[src/rtl/cam_pkg.sv]
package cam_pkg;
  localparam int ENTRY_W  = 64;
  localparam int KW_W     = $clog2(ENTRY_W) + 1;
  localparam int KW_RESET = ENTRY_W / 2;

  typedef logic [ENTRY_W-1:0] entry_t;
  typedef logic [KW_W-1:0]    kw_t;

  // ones over the low kw bits: the compare field
  function automatic entry_t key_span(input kw_t kw);
    return (entry_t'(1) << kw) - entry_t'(1);
  endfunction

  function automatic kw_t clamp_kw(input kw_t raw);
    if (raw == '0) return kw_t'(1);
    if (raw >= kw_t'(ENTRY_W)) return kw_t'(ENTRY_W - 1);
    return raw;
  endfunction

  function automatic logic entry_hits(input entry_t ent, input entry_t key,
                                      input entry_t mask, input kw_t kw);
    return ((ent ^ key) & ~mask & key_span(kw)) == '0;
  endfunction

  function automatic entry_t out_field(input entry_t ent, input kw_t kw);
    return ent >> kw;
  endfunction
endpackage

[src/rtl/cam_ctl_port.sv]
module cam_ctl_port
  import cam_pkg::*;
#(
  parameter int DW = 16,
  parameter int AW = 3,
  parameter int CW = 4
) (
  input  logic          clk,
  input  logic          rst,
  input  logic          sel,
  input  logic          we,
  input  logic [AW-1:0] addr,
  input  logic [DW-1:0] wdata,
  output logic [DW-1:0] rdata,
  output logic          ack,
  input  logic          q_full,
  input  logic          q_empty,
  input  logic [CW-1:0] q_count,
  input  logic          tbl_full,
  output logic          push,
  output entry_t        stage,
  output entry_t        mask,
  output kw_t           kw
);
  localparam int LANES = ENTRY_W / DW;
  localparam logic [AW-1:0] A_PUSH = AW'(LANES);
  localparam logic [AW-1:0] A_KW   = AW'(LANES + 1);
  localparam logic [AW-1:0] A_MASK = AW'(LANES + 2);
  localparam logic [AW-1:0] A_STAT = AW'(LANES + 3);

  logic          wr, accept;
  logic [DW-1:0] rd_mux, status;

  assign wr     = sel & we;
  assign push   = wr & (addr == A_PUSH) & ~q_full;
  assign accept = sel & ~(we & (addr == A_PUSH) & q_full);
  assign status = DW'({q_count, 1'b0, tbl_full, q_empty, q_full});

  always_comb begin
    rd_mux = '0;
    if (addr < AW'(LANES))  rd_mux = stage[addr*DW +: DW];
    else if (addr == A_KW)  rd_mux = DW'(kw);
    else if (addr == A_STAT) rd_mux = status;
  end

  always_ff @(posedge clk) begin
    if (rst) begin
      stage <= '0;
      mask  <= '0;
      kw    <= kw_t'(KW_RESET);
      ack   <= 1'b0;
      rdata <= '0;
    end else begin
      ack <= accept;
      if (sel && !we) rdata <= rd_mux;
      if (wr) begin
        if (addr < AW'(LANES)) stage[addr*DW +: DW] <= wdata;
        else if (addr == A_KW) kw <= clamp_kw(wdata[KW_W-1:0]);
        else if (addr == A_MASK) mask <= stage;
      end
    end
  end
endmodule

[src/rtl/cam_entry_fifo.sv]
module cam_entry_fifo
  import cam_pkg::*;
#(
  parameter int QDEPTH = 12,
  parameter int CW = $clog2(QDEPTH + 1)
) (
  input  logic          clk,
  input  logic          rst,
  input  logic          push,
  input  entry_t        din,
  input  logic          pop,
  output entry_t        dout,
  output logic [CW-1:0] count,
  output logic          full,
  output logic          empty
);
  localparam int PW = $clog2(QDEPTH);

  entry_t        mem [QDEPTH];
  logic [PW-1:0] wp, rp;
  logic          do_push, do_pop;

  function automatic logic [PW-1:0] step(input logic [PW-1:0] p);
    return (p == PW'(QDEPTH - 1)) ? '0 : p + PW'(1);
  endfunction

  assign full    = (count == CW'(QDEPTH));
  assign empty   = (count == '0);
  assign do_push = push & ~full;
  assign do_pop  = pop & ~empty;
  assign dout    = mem[rp];

  always_ff @(posedge clk) begin
    if (rst) begin
      wp <= '0; rp <= '0; count <= '0;
    end else begin
      if (do_push) begin
        mem[wp] <= din;
        wp <= step(wp);
      end
      if (do_pop) rp <= step(rp);
      if (do_push && !do_pop) count <= count + CW'(1);
      else if (do_pop && !do_push) count <= count - CW'(1);
    end
  end
endmodule

[src/rtl/cam_table.sv]
module cam_table
  import cam_pkg::*;
#(
  parameter int DEPTH = 16
) (
  input  logic   clk,
  input  logic   rst,
  input  logic   wr_en,
  input  entry_t wr_data,
  input  entry_t key,
  input  entry_t mask,
  input  kw_t    kw,
  output logic   full,
  output logic   hit_q,
  output logic   multi_q,
  output entry_t data_q
);
  localparam int IW = $clog2(DEPTH);

  entry_t           ent [DEPTH];
  logic [DEPTH-1:0] valid, hits;
  logic [IW-1:0]    free_idx, win;
  logic             any_free;

  always_comb begin
    free_idx = '0;
    any_free = 1'b0;
    for (int i = DEPTH - 1; i >= 0; i--)
      if (!valid[i]) begin free_idx = IW'(i); any_free = 1'b1; end
  end
  assign full = ~any_free;

  for (genvar g = 0; g < DEPTH; g++) begin : g_cmp
    assign hits[g] = valid[g] & entry_hits(ent[g], key, mask, kw);
  end

  always_comb begin
    win = '0;
    for (int i = DEPTH - 1; i >= 0; i--)
      if (hits[i]) win = IW'(i);
  end

  always_ff @(posedge clk) begin
    if (rst) begin
      valid   <= '0;
      hit_q   <= 1'b0;
      multi_q <= 1'b0;
      data_q  <= '0;
    end else begin
      if (wr_en && any_free) begin
        valid[free_idx] <= 1'b1;
        ent[free_idx]   <= wr_data;
      end
      hit_q   <= |hits;
      multi_q <= $countones(hits) > 1;
      data_q  <= (|hits) ? out_field(ent[win], kw) : '0;
    end
  end
endmodule

[src/rtl/cam_lookup.sv]
module cam_lookup
  import cam_pkg::*;
#(
  parameter int DEPTH  = 16,
  parameter int QDEPTH = 12,
  parameter int DW     = 16,
  parameter int AW     = 3
) (
  input  logic               clk,
  input  logic               rst,
  input  logic               ctl_sel,
  input  logic               ctl_we,
  input  logic [AW-1:0]      ctl_addr,
  input  logic [DW-1:0]      ctl_wdata,
  output logic [DW-1:0]      ctl_rdata,
  output logic               ctl_ack,
  output logic               irq,
  input  logic [ENTRY_W-1:0] m_key,
  output logic               m_hit,
  output logic               m_multi,
  output logic [ENTRY_W-1:0] m_data,
  input  logic               casc_in,
  output logic               casc_out
);
  localparam int CW = $clog2(QDEPTH + 1);

  logic          q_full, q_empty, q_push, q_pop, tbl_full;
  logic [CW-1:0] q_count;
  entry_t        stage, mask, q_head, data_l;
  kw_t           kw;
  logic          hit_l, multi_l;

  cam_ctl_port #(.DW(DW), .AW(AW), .CW(CW)) u_ctl (
    .clk(clk), .rst(rst), .sel(ctl_sel), .we(ctl_we), .addr(ctl_addr),
    .wdata(ctl_wdata), .rdata(ctl_rdata), .ack(ctl_ack),
    .q_full(q_full), .q_empty(q_empty), .q_count(q_count), .tbl_full(tbl_full),
    .push(q_push), .stage(stage), .mask(mask), .kw(kw));

  assign q_pop = ~q_empty & ~tbl_full;

  cam_entry_fifo #(.QDEPTH(QDEPTH), .CW(CW)) u_fifo (
    .clk(clk), .rst(rst), .push(q_push), .din(stage), .pop(q_pop),
    .dout(q_head), .count(q_count), .full(q_full), .empty(q_empty));

  cam_table #(.DEPTH(DEPTH)) u_tbl (
    .clk(clk), .rst(rst), .wr_en(q_pop), .wr_data(q_head),
    .key(m_key), .mask(mask), .kw(kw), .full(tbl_full),
    .hit_q(hit_l), .multi_q(multi_l), .data_q(data_l));

  assign irq      = tbl_full;
  assign m_hit    = hit_l & ~casc_in;
  assign m_multi  = multi_l & ~casc_in;
  assign m_data   = casc_in ? '0 : data_l;
  assign casc_out = casc_in | hit_l;
endmodule

[config.mk]
export PLATFORM = sky130hd
export DESIGN_NAME = cam_lookup
export DESIGN_NICKNAME = d
export VERILOG_FILES = /design/src/rtl/cam_pkg.sv /design/src/rtl/cam_ctl_port.sv /design/src/rtl/cam_entry_fifo.sv /design/src/rtl/cam_table.sv /design/src/rtl/cam_lookup.sv
export SDC_FILE = /design/constraint.sdc
export NUM_CORES = 2
export LEC_CHECK = 0
export ABC_AREA = 1
export BUFFER_PORTS_ARGS = -buffer_cell sky130_fd_sc_hd__buf_2
export CORE_MARGIN = 4
export CORE_UTILIZATION = 30
export DETAILED_ROUTE_END_ITERATION = 10
export SETUP_SLACK_MARGIN = 0.15
export SLEW_MARGIN = 40
export SYNTH_ARGS = -nofsm -noshare
export SYNTH_HDL_FRONTEND = slang
export SYNTH_SLANG_ARGS = --single-unit
export TNS_END_PERCENT = 20
[constraint.sdc]
create_clock -name clk -period 12.5 [get_ports clk]
set_input_delay 1.25 -clock clk [delete_from_list [all_inputs] [get_ports clk]]
set_output_delay 1.25 -clock clk [all_outputs]
set_load 0.05 [all_outputs]
# [Word-level counts from Yosys, hierarchy flattened]
# Memories as Yosys holds them, arrays and structs flattened. A register that Yosys moved wholly into a read port is not among the register bits.
# Cells that the tools add are included.
# W data, S select, Z words.
[totals] reg_bits=246 ram_bits=1792 input_bits=88 output_inout_bits=85 word_cells=252 mem_count=2
[memory_table] name="u_tbl.ent" depth=16 width=64 rd=17 rd_clocked_by_memory_dff=0 wr=1 line="cam_table.sv:20" rtl="entry_t ent [DEPTH];"
[memory_table] name="u_fifo.mem" depth=12 width=64 rd=1 rd_clocked_by_memory_dff=1 wr=1 line="cam_entry_fifo.sv:19" rtl="entry_t mem [QDEPTH];"
[classes] addsub=21 n_lt_le_gt_ge=5 eq_ne=7 shift=5 n_mux=82 n_bitwise=86 reduce_logical=32
[op_table] cell="$and A64 B64 Y64" n=32
[op_table] cell="$logic_not A64 Y1" n=16
[op_table] cell="$xor A64 B64 Y64" n=16
[op_table] cell="$add A32 B32 Y32" n=7
[op_table] cell="$mux W4" n=38
[op_table] cell="$bwmux W64" n=1
[op_table] cell="$mux W64" n=1
[op_table] cell="$not A64 Y64" n=1
[op_table] cell="$shift A16 B34 Y64 const A" n=1
[op_table] cell="$shiftx A16 B34 Y64" n=1
[op_table] cell="$shiftx A64 B8 Y16" n=1
[op_table] cell="$shl A1 B7 Y64 const A" n=1
[op_table] cell="$shr A64 B7 Y64" n=1
[op_table] cell="$sub A64 B1 Y64 const B" n=1
[op_table] cell="$mux W1" n=34
[op_table] cell="$neg A7 Y34" n=1
[op_table] cell="$gt A32 B2 Y1 const B" n=1
[op_table] cell="$mux W16" n=2
[op_table] cell="$mux W7" n=4
[op_table] cell="$and A1 B1 Y1" n=27
[op_table] cell="$add A1 B1 Y2" n=8
[op_table] cell="$or A16 B16 Y16" n=1
[op_table] cell="$reduce_or A16 Y1" n=1
[op_table] cell="$add A4 B1 Y4 const B" n=3
[op_table] cell="other kinds (20)" n=38

# [Depth between registers and ports, before layout]
# An unclocked memory read counts as a cell.
[logic_depth] depth_word=24 mapped_depth=55 depth_no_buf=53

# [Cells and area by module]
# Synthesis repeated with hierarchy kept, for this count alone.
[unflattened] cells_unflattened=12947 hier_area_um2=110951.4
[modules_own_cells] mod="cam_table" n_inst=1 cells_each=8882 area_per_inst_um2=70981.8 seq_area_each_um2=32391.1
[modules_own_cells] mod="cam_entry_fifo" n_inst=1 cells_each=2980 area_per_inst_um2=32847.8 seq_area_each_um2=23382.4
[modules_own_cells] mod="cam_ctl_port" n_inst=1 cells_each=943 area_per_inst_um2=6558.8 seq_area_each_um2=3042.9
[modules_own_cells] mod="cam_lookup" n_inst=1 cells_each=142 area_per_inst_um2=563.0 seq_area_each_um2=0.0

# [Worst setup path before layout]
# OpenSTA, ideal clock, no wires.
[synth_path] path_kind="input to register" start="input port ctl_addr[0]" end="memory u_fifo.mem[10][0] in the netlist's numbering (enable)" setup_ps=565 t_arrival_ps=7079 required_time_ps=11935 slack_ps=4856 path_stages=9 path_buffers=2 path_cell_list="clkbuf_1 inv_1 buf_1 ha_1 ha_1 nand2_1 nor2_1 nand2_1 nor3_1"
[synth_between] elab_chain_len=7
[synth_rtl] item="start: declaration" line="cam_lookup.sv:13" rtl="input logic [AW-1:0] ctl_addr,"
[synth_rtl] item="$eq A3 B3 Y1" line="cam_ctl_port.sv:35" rtl="assign push = wr & (addr == A_PUSH) & ~q_full;"
[synth_rtl] item="$and A1 B1 Y1 (2 in a row)" line="cam_ctl_port.sv:35"
[synth_rtl] item="$and A1 B1 Y1" line="cam_entry_fifo.sv:29" rtl="assign do_push = push & ~full;"
[synth_rtl] item="named net u_fifo.do_push" line="cam_entry_fifo.sv:21" rtl="logic do_push, do_pop;"
[synth_rtl] item="$mux W1" line="cam_entry_fifo.sv:37" rtl="if (do_push) begin"
[synth_rtl] item="$mux W1" line="cam_entry_fifo.sv:34" rtl="if (rst) begin"
[synth_rtl] item="$mux W1 (implied by the code)" line="cam_entry_fifo.sv:38" rtl="mem[wp] <= din;"
[synth_rtl] item="end: declaration" line="cam_entry_fifo.sv:19"
# The timed path passes the listed nets, and every way through them passes these cells.

# [Final worst setup path]
[layout_path] start="register u_ctl.kw[3]" end="register u_tbl.data_q[9]"
[layout_between] elab_chain_len=23 word_cells_on_any_way=71 cone_classes="add/sub: 1; shift: 2; mux: 16; bitwise: 33; reduce/logical: 18; memory: 1"
[layout_rtl] item="start: declaration" line="cam_ctl_port.sv:23" rtl="output kw_t kw"
[layout_rtl] item="start signal: assignment" line="cam_ctl_port.sv:50" rtl="kw <= kw_t'(KW_RESET);"
[layout_rtl] item="start signal: assignment" line="cam_ctl_port.sv:58" rtl="else if (addr == A_KW) kw <= clamp_kw(wdata[KW_W-1:0]);"
[layout_rtl] item="$shl A1 B7 Y64" line="cam_pkg.sv:11" rtl="return (entry_t'(1) << kw) - entry_t'(1);"
[layout_rtl] item="$sub A64 B1 Y64" line="cam_pkg.sv:11"
[layout_rtl] item="$and A64 B64 Y64" line="cam_pkg.sv:22" rtl="return ((ent ^ key) & ~mask & key_span(kw)) == '0;"
[layout_rtl] item="$logic_not A64 Y1" line="cam_pkg.sv:22"
[layout_rtl] item="$and A1 B1 Y1" line="cam_table.sv:34" rtl="assign hits[g] = valid[g] & entry_hits(ent[g], key, mask, kw);"
[layout_rtl] item="$mux W4 (16 in a row)" line="cam_table.sv:40" rtl="if (hits[i]) win = IW'(i);"
[layout_rtl] item="$mem_v2 Z16 W64"
[layout_rtl] item="$shr A64 B7 Y64" line="cam_pkg.sv:26" rtl="return ent >> kw;"
[layout_rtl] item="end signal: assignment" line="cam_table.sv:56" rtl="data_q <= (|hits) ? out_field(ent[win], kw) : '0;"
[layout_rtl] item="end: declaration" line="cam_table.sv:16" rtl="output entry_t data_q"
# Parallel ways exist; a longest one is shown, timed or not.
# A chain may end at the register's enable or synchronous reset.

==> key figures <==
Final layout
  – Final nets: 11808
  – Multi-input gate area: 0.0413 mm^2
  – P&R area growth vs syn: 13.4%
  – Share of layout cells above drive strength 1: 0.0876
  – Fill cells: 36466
  – Sequential cell area: 0.0589 mm^2
  – Post-route cell area: 0.122 mm^2

Worst setup path
  – WP data required: 13.25 ns
  – Worst EP arrival: 11.15 ns
  – Crit path max fanout: 125
  – Slowest cell on the critical path: buf_4
  – Worst Setup Start Kind: register
  – Crit. End Element: register
  – Slowest stage delay, CP: 0.69 ns
  – Kind of critical path: reg -> reg
  – Crit-path most repeated cell: nand3_1

Route
  – Routed vias: 96029
  – Detailed Route WL: 506000 um
  – Drt initial violations: 16844
  – Drt pass-1 iters: 7
  – Routed Antenna Nets: 0
  – WL/cell: 30.4 um
  – DRC violations left: 0
  – Vias per cell: 5.77

Logic synthesis
  – Number of synthesized flops with an enable pin: 1792
  – Synth cell types: 68
  – Synth warnings: 0
  – Number of synthesized register bits: 2042
  – Dominant synthesized flop cell: edfxtp_1
  – Mapped Nets: 11888
  – Post-synth top cells: 1792 x edfxtp_1, 1540 x nand2_1, 1531 x nand3_1
  – Area share of the largest cell type after synthesis: 0.499
  – Largest area contributor in the netlist: edfxtp_1
  – Avg Inst Size Synth: 9.18 um^2
  – Synthesized cell area: 0.108 mm^2
  – Sequential-to-total area share from yosys stat: 0.545
  – Synth area leaders: edfxtp_1 50%, nand3_1 7.1%, nand2_1 5.4%
  – Most frequent cell after synthesis: edfxtp_1
  – Async set-reset flop share out of synthesis: 0
  – Cell count after synthesis: 11752

Global route
  – Grt met1 use: 0.349
  – First-pass GRT wire length: 688000 um
  – Pin count of the biggest net entering global routing: 165
  – Initial antenna violation count: 69
  – Global route overflow: 0
  – Met3 Usage GRT: 0.0617
  – Tot GR Track Use: 0.261
  – Met2 Resource Use GR: 0.381
  – Vias in the first global route: 84869
  – Global route hottest layer: met2

STA
  – Final period utilization: 0.832
  – Peak Freq: 96.2 MHz
  – Max Slew Vio Count: 0
  – Worst clock skew: 0.121 ns
  – Slew at the pin closest to its max-slew limit: 1.02 ns
  – RSZ-0062 raised after global routing: no
  – Tmin final: 10.40 ns
  – Setup violators final: 0
  – Slew headroom: 0.319
  – Total negative setup slack: 0 ns
  – Final hold vios: 0

Floorplan
  – Initial Util: 0.302
  – Row count: 219
  – Core outline area: 0.357 mm^2
  – Die W: 608 um
  – IO Count: 173
  – Die Ht: 608 um
  – Die area: 0.369 mm^2

Clocking
  – Clk Latency, worst-skew pair: 0.97 ns
  – Post-CTS Hold Fix Bufs: 0
  – TritonCTS clock tree: yes
  – Htree depth: 4
  – CTS resizes: 0
  – Root Driver: clkbuf_16
  – Clk sinks: 2042
  – Reg clk slew, reported paths: 0.06 ns
  – CTS buffer count: 221
  – Clock Path Buffers: 4
  – Post-CTS setup buffer count: 0

Hold path
  – Hold WC Path Type: reg -> reg

Placed design
  – Placer congestion estimate: 1.06
  – DP Wirelength: 357000 um
  – I/O Buffers: 172
  – Dpl cell area: 0.115 mm^2

Status
  – Status: completed

Job
  – Max-cap viol count: 0

Power and ir drop
  – Max IR drop VDD: 136 uV
  – Power density cells: 165 mW/mm^2
  – P_leak: 46.3 nW
## cell usage in the layout, fill, tap and decap left out, types with 39 or more instances in the layout
master | netlist | routed
nor3_1 | 98 | 84
nand3_1 | 1531 | 1530
clkinv_1 | 17 | 39
buf_2 | 171 | 172
nand4_1 | 114 | 114
xor2_1 | 135 | 135
edfxtp_1 | 1792 | 1792
a211oi_1 | 164 | 158
mux2i_1 | 124 | 124
o21ai_0 | 1045 | 991
nand2_1 | 1540 | 1539
nand3b_1 | 107 | 107
clkbuf_16 | 0 | 223
dfxtp_1 | 250 | 235
nor2_1 | 587 | 559
xnor2_1 | 170 | 170
inv_2 | 46 | 46
o22ai_1 | 51 | 51
a21oi_1 | 981 | 981
inv_1 | 1277 | 1272
o211ai_1 | 545 | 545
buf_4 | 46 | 241
clkbuf_1 | 460 | 55
o21ai_1 | 57 | 91
## per-stage QoR
step                      cells  power, W  hold slack, ns   util  worst slack [ns]
after floorplan           11752    0.0110           0.448      -              4.86
after global placement    16173    0.0132           0.454  0.320              2.39
after detailed placement  16192    0.0133           0.459  0.322              2.44
after CTS                 16595    0.0199           0.469  0.342              2.49
after global routing      16626    0.0206           0.501  0.343              2.01
final                     16638    0.0201           0.473  0.343              2.10
## final timing paths
| check | start | endpoint | cells past startpoint | slack, ns |
|---|---|---|---|---|
| setup reg to reg | u_ctl.kw[3]$_SDFFE_PP0P_ | u_tbl.data_q[9]$_SDFF_PP0_ | 35 | 2.10 |
| hold / removal | u_ctl.rdata[14]$_SDFFE_PP0P_ | u_ctl.rdata[14]$_SDFFE_PP0P_ | 2 | 0.47 |
| setup / recovery | u_ctl.kw[3]$_SDFFE_PP0P_ | u_tbl.data_q[9]$_SDFF_PP0_ | 35 | 2.10 |
| hold reg to reg | u_ctl.rdata[14]$_SDFFE_PP0P_ | u_ctl.rdata[14]$_SDFFE_PP0P_ | 2 | 0.47 |
## where the power goes
group | switching (W) | total, W | internal, W
clock | 0.00290 | 0.00666 | 0.00376
combinational | 0.00379 | 0.00501 | 0.00122
sequential | 0.000186 | 0.00848 | 0.00829
## critical path: cells and delay by family (launching register included)
kind	cells	cell delay (ns)
and+or+nand+nor	23	5.39
AOI/OAI and AO/OA	5	1.67
buffers and inverters	7	2.20
DFF	1	0.56
## registers in the layout, indices dropped and copies added (netlist names), 4 cells and up, named ones only
| name | flops |
|---|---|
| u_tbl.ent | 1024 |
| u_fifo.mem | 768 |
| u_ctl.mask | 64 |
| u_ctl.stage | 64 |
| u_tbl.data_q | 64 |
| u_ctl.rdata | 16 |
| u_tbl.valid | 16 |
| u_ctl.kw | 7 |
| u_fifo.count | 4 |
| u_fifo.rp | 4 |
| u_fifo.wp | 4 |
## layer usage
layer  vias up  wire length, um
met5         -              164
met1     46425           194000
met3      1358            63300
met4        26            37400
li1      41519                -
met2      6701           212000
## logic make-up after synthesis
logic type,after synthesis,synth area share
DFF,2042,0.545
xor gates and xnor gates,305,0.0248
adders and majority gates,48,0.00640
buffers and inverters,2131,0.0790
AOI/OAI and AO/OA,3016,0.162
muxes,124,0.0115
and+or+nand+nor,4086,0.171
## final cells by class
type                            instances  share of cell area
Clock inverter                         99             0.00834
Inverter                             1340              0.0413
Clock buffer                          304              0.0499
Antenna cell                           35            0.000716
Timing Repair Buffer                  488              0.0327
Multi-Input combinational cell       7579               0.337
Sequential cell                      2042               0.481
Tap cell                             4751              0.0486
Power figures use the tool's default switching activity.
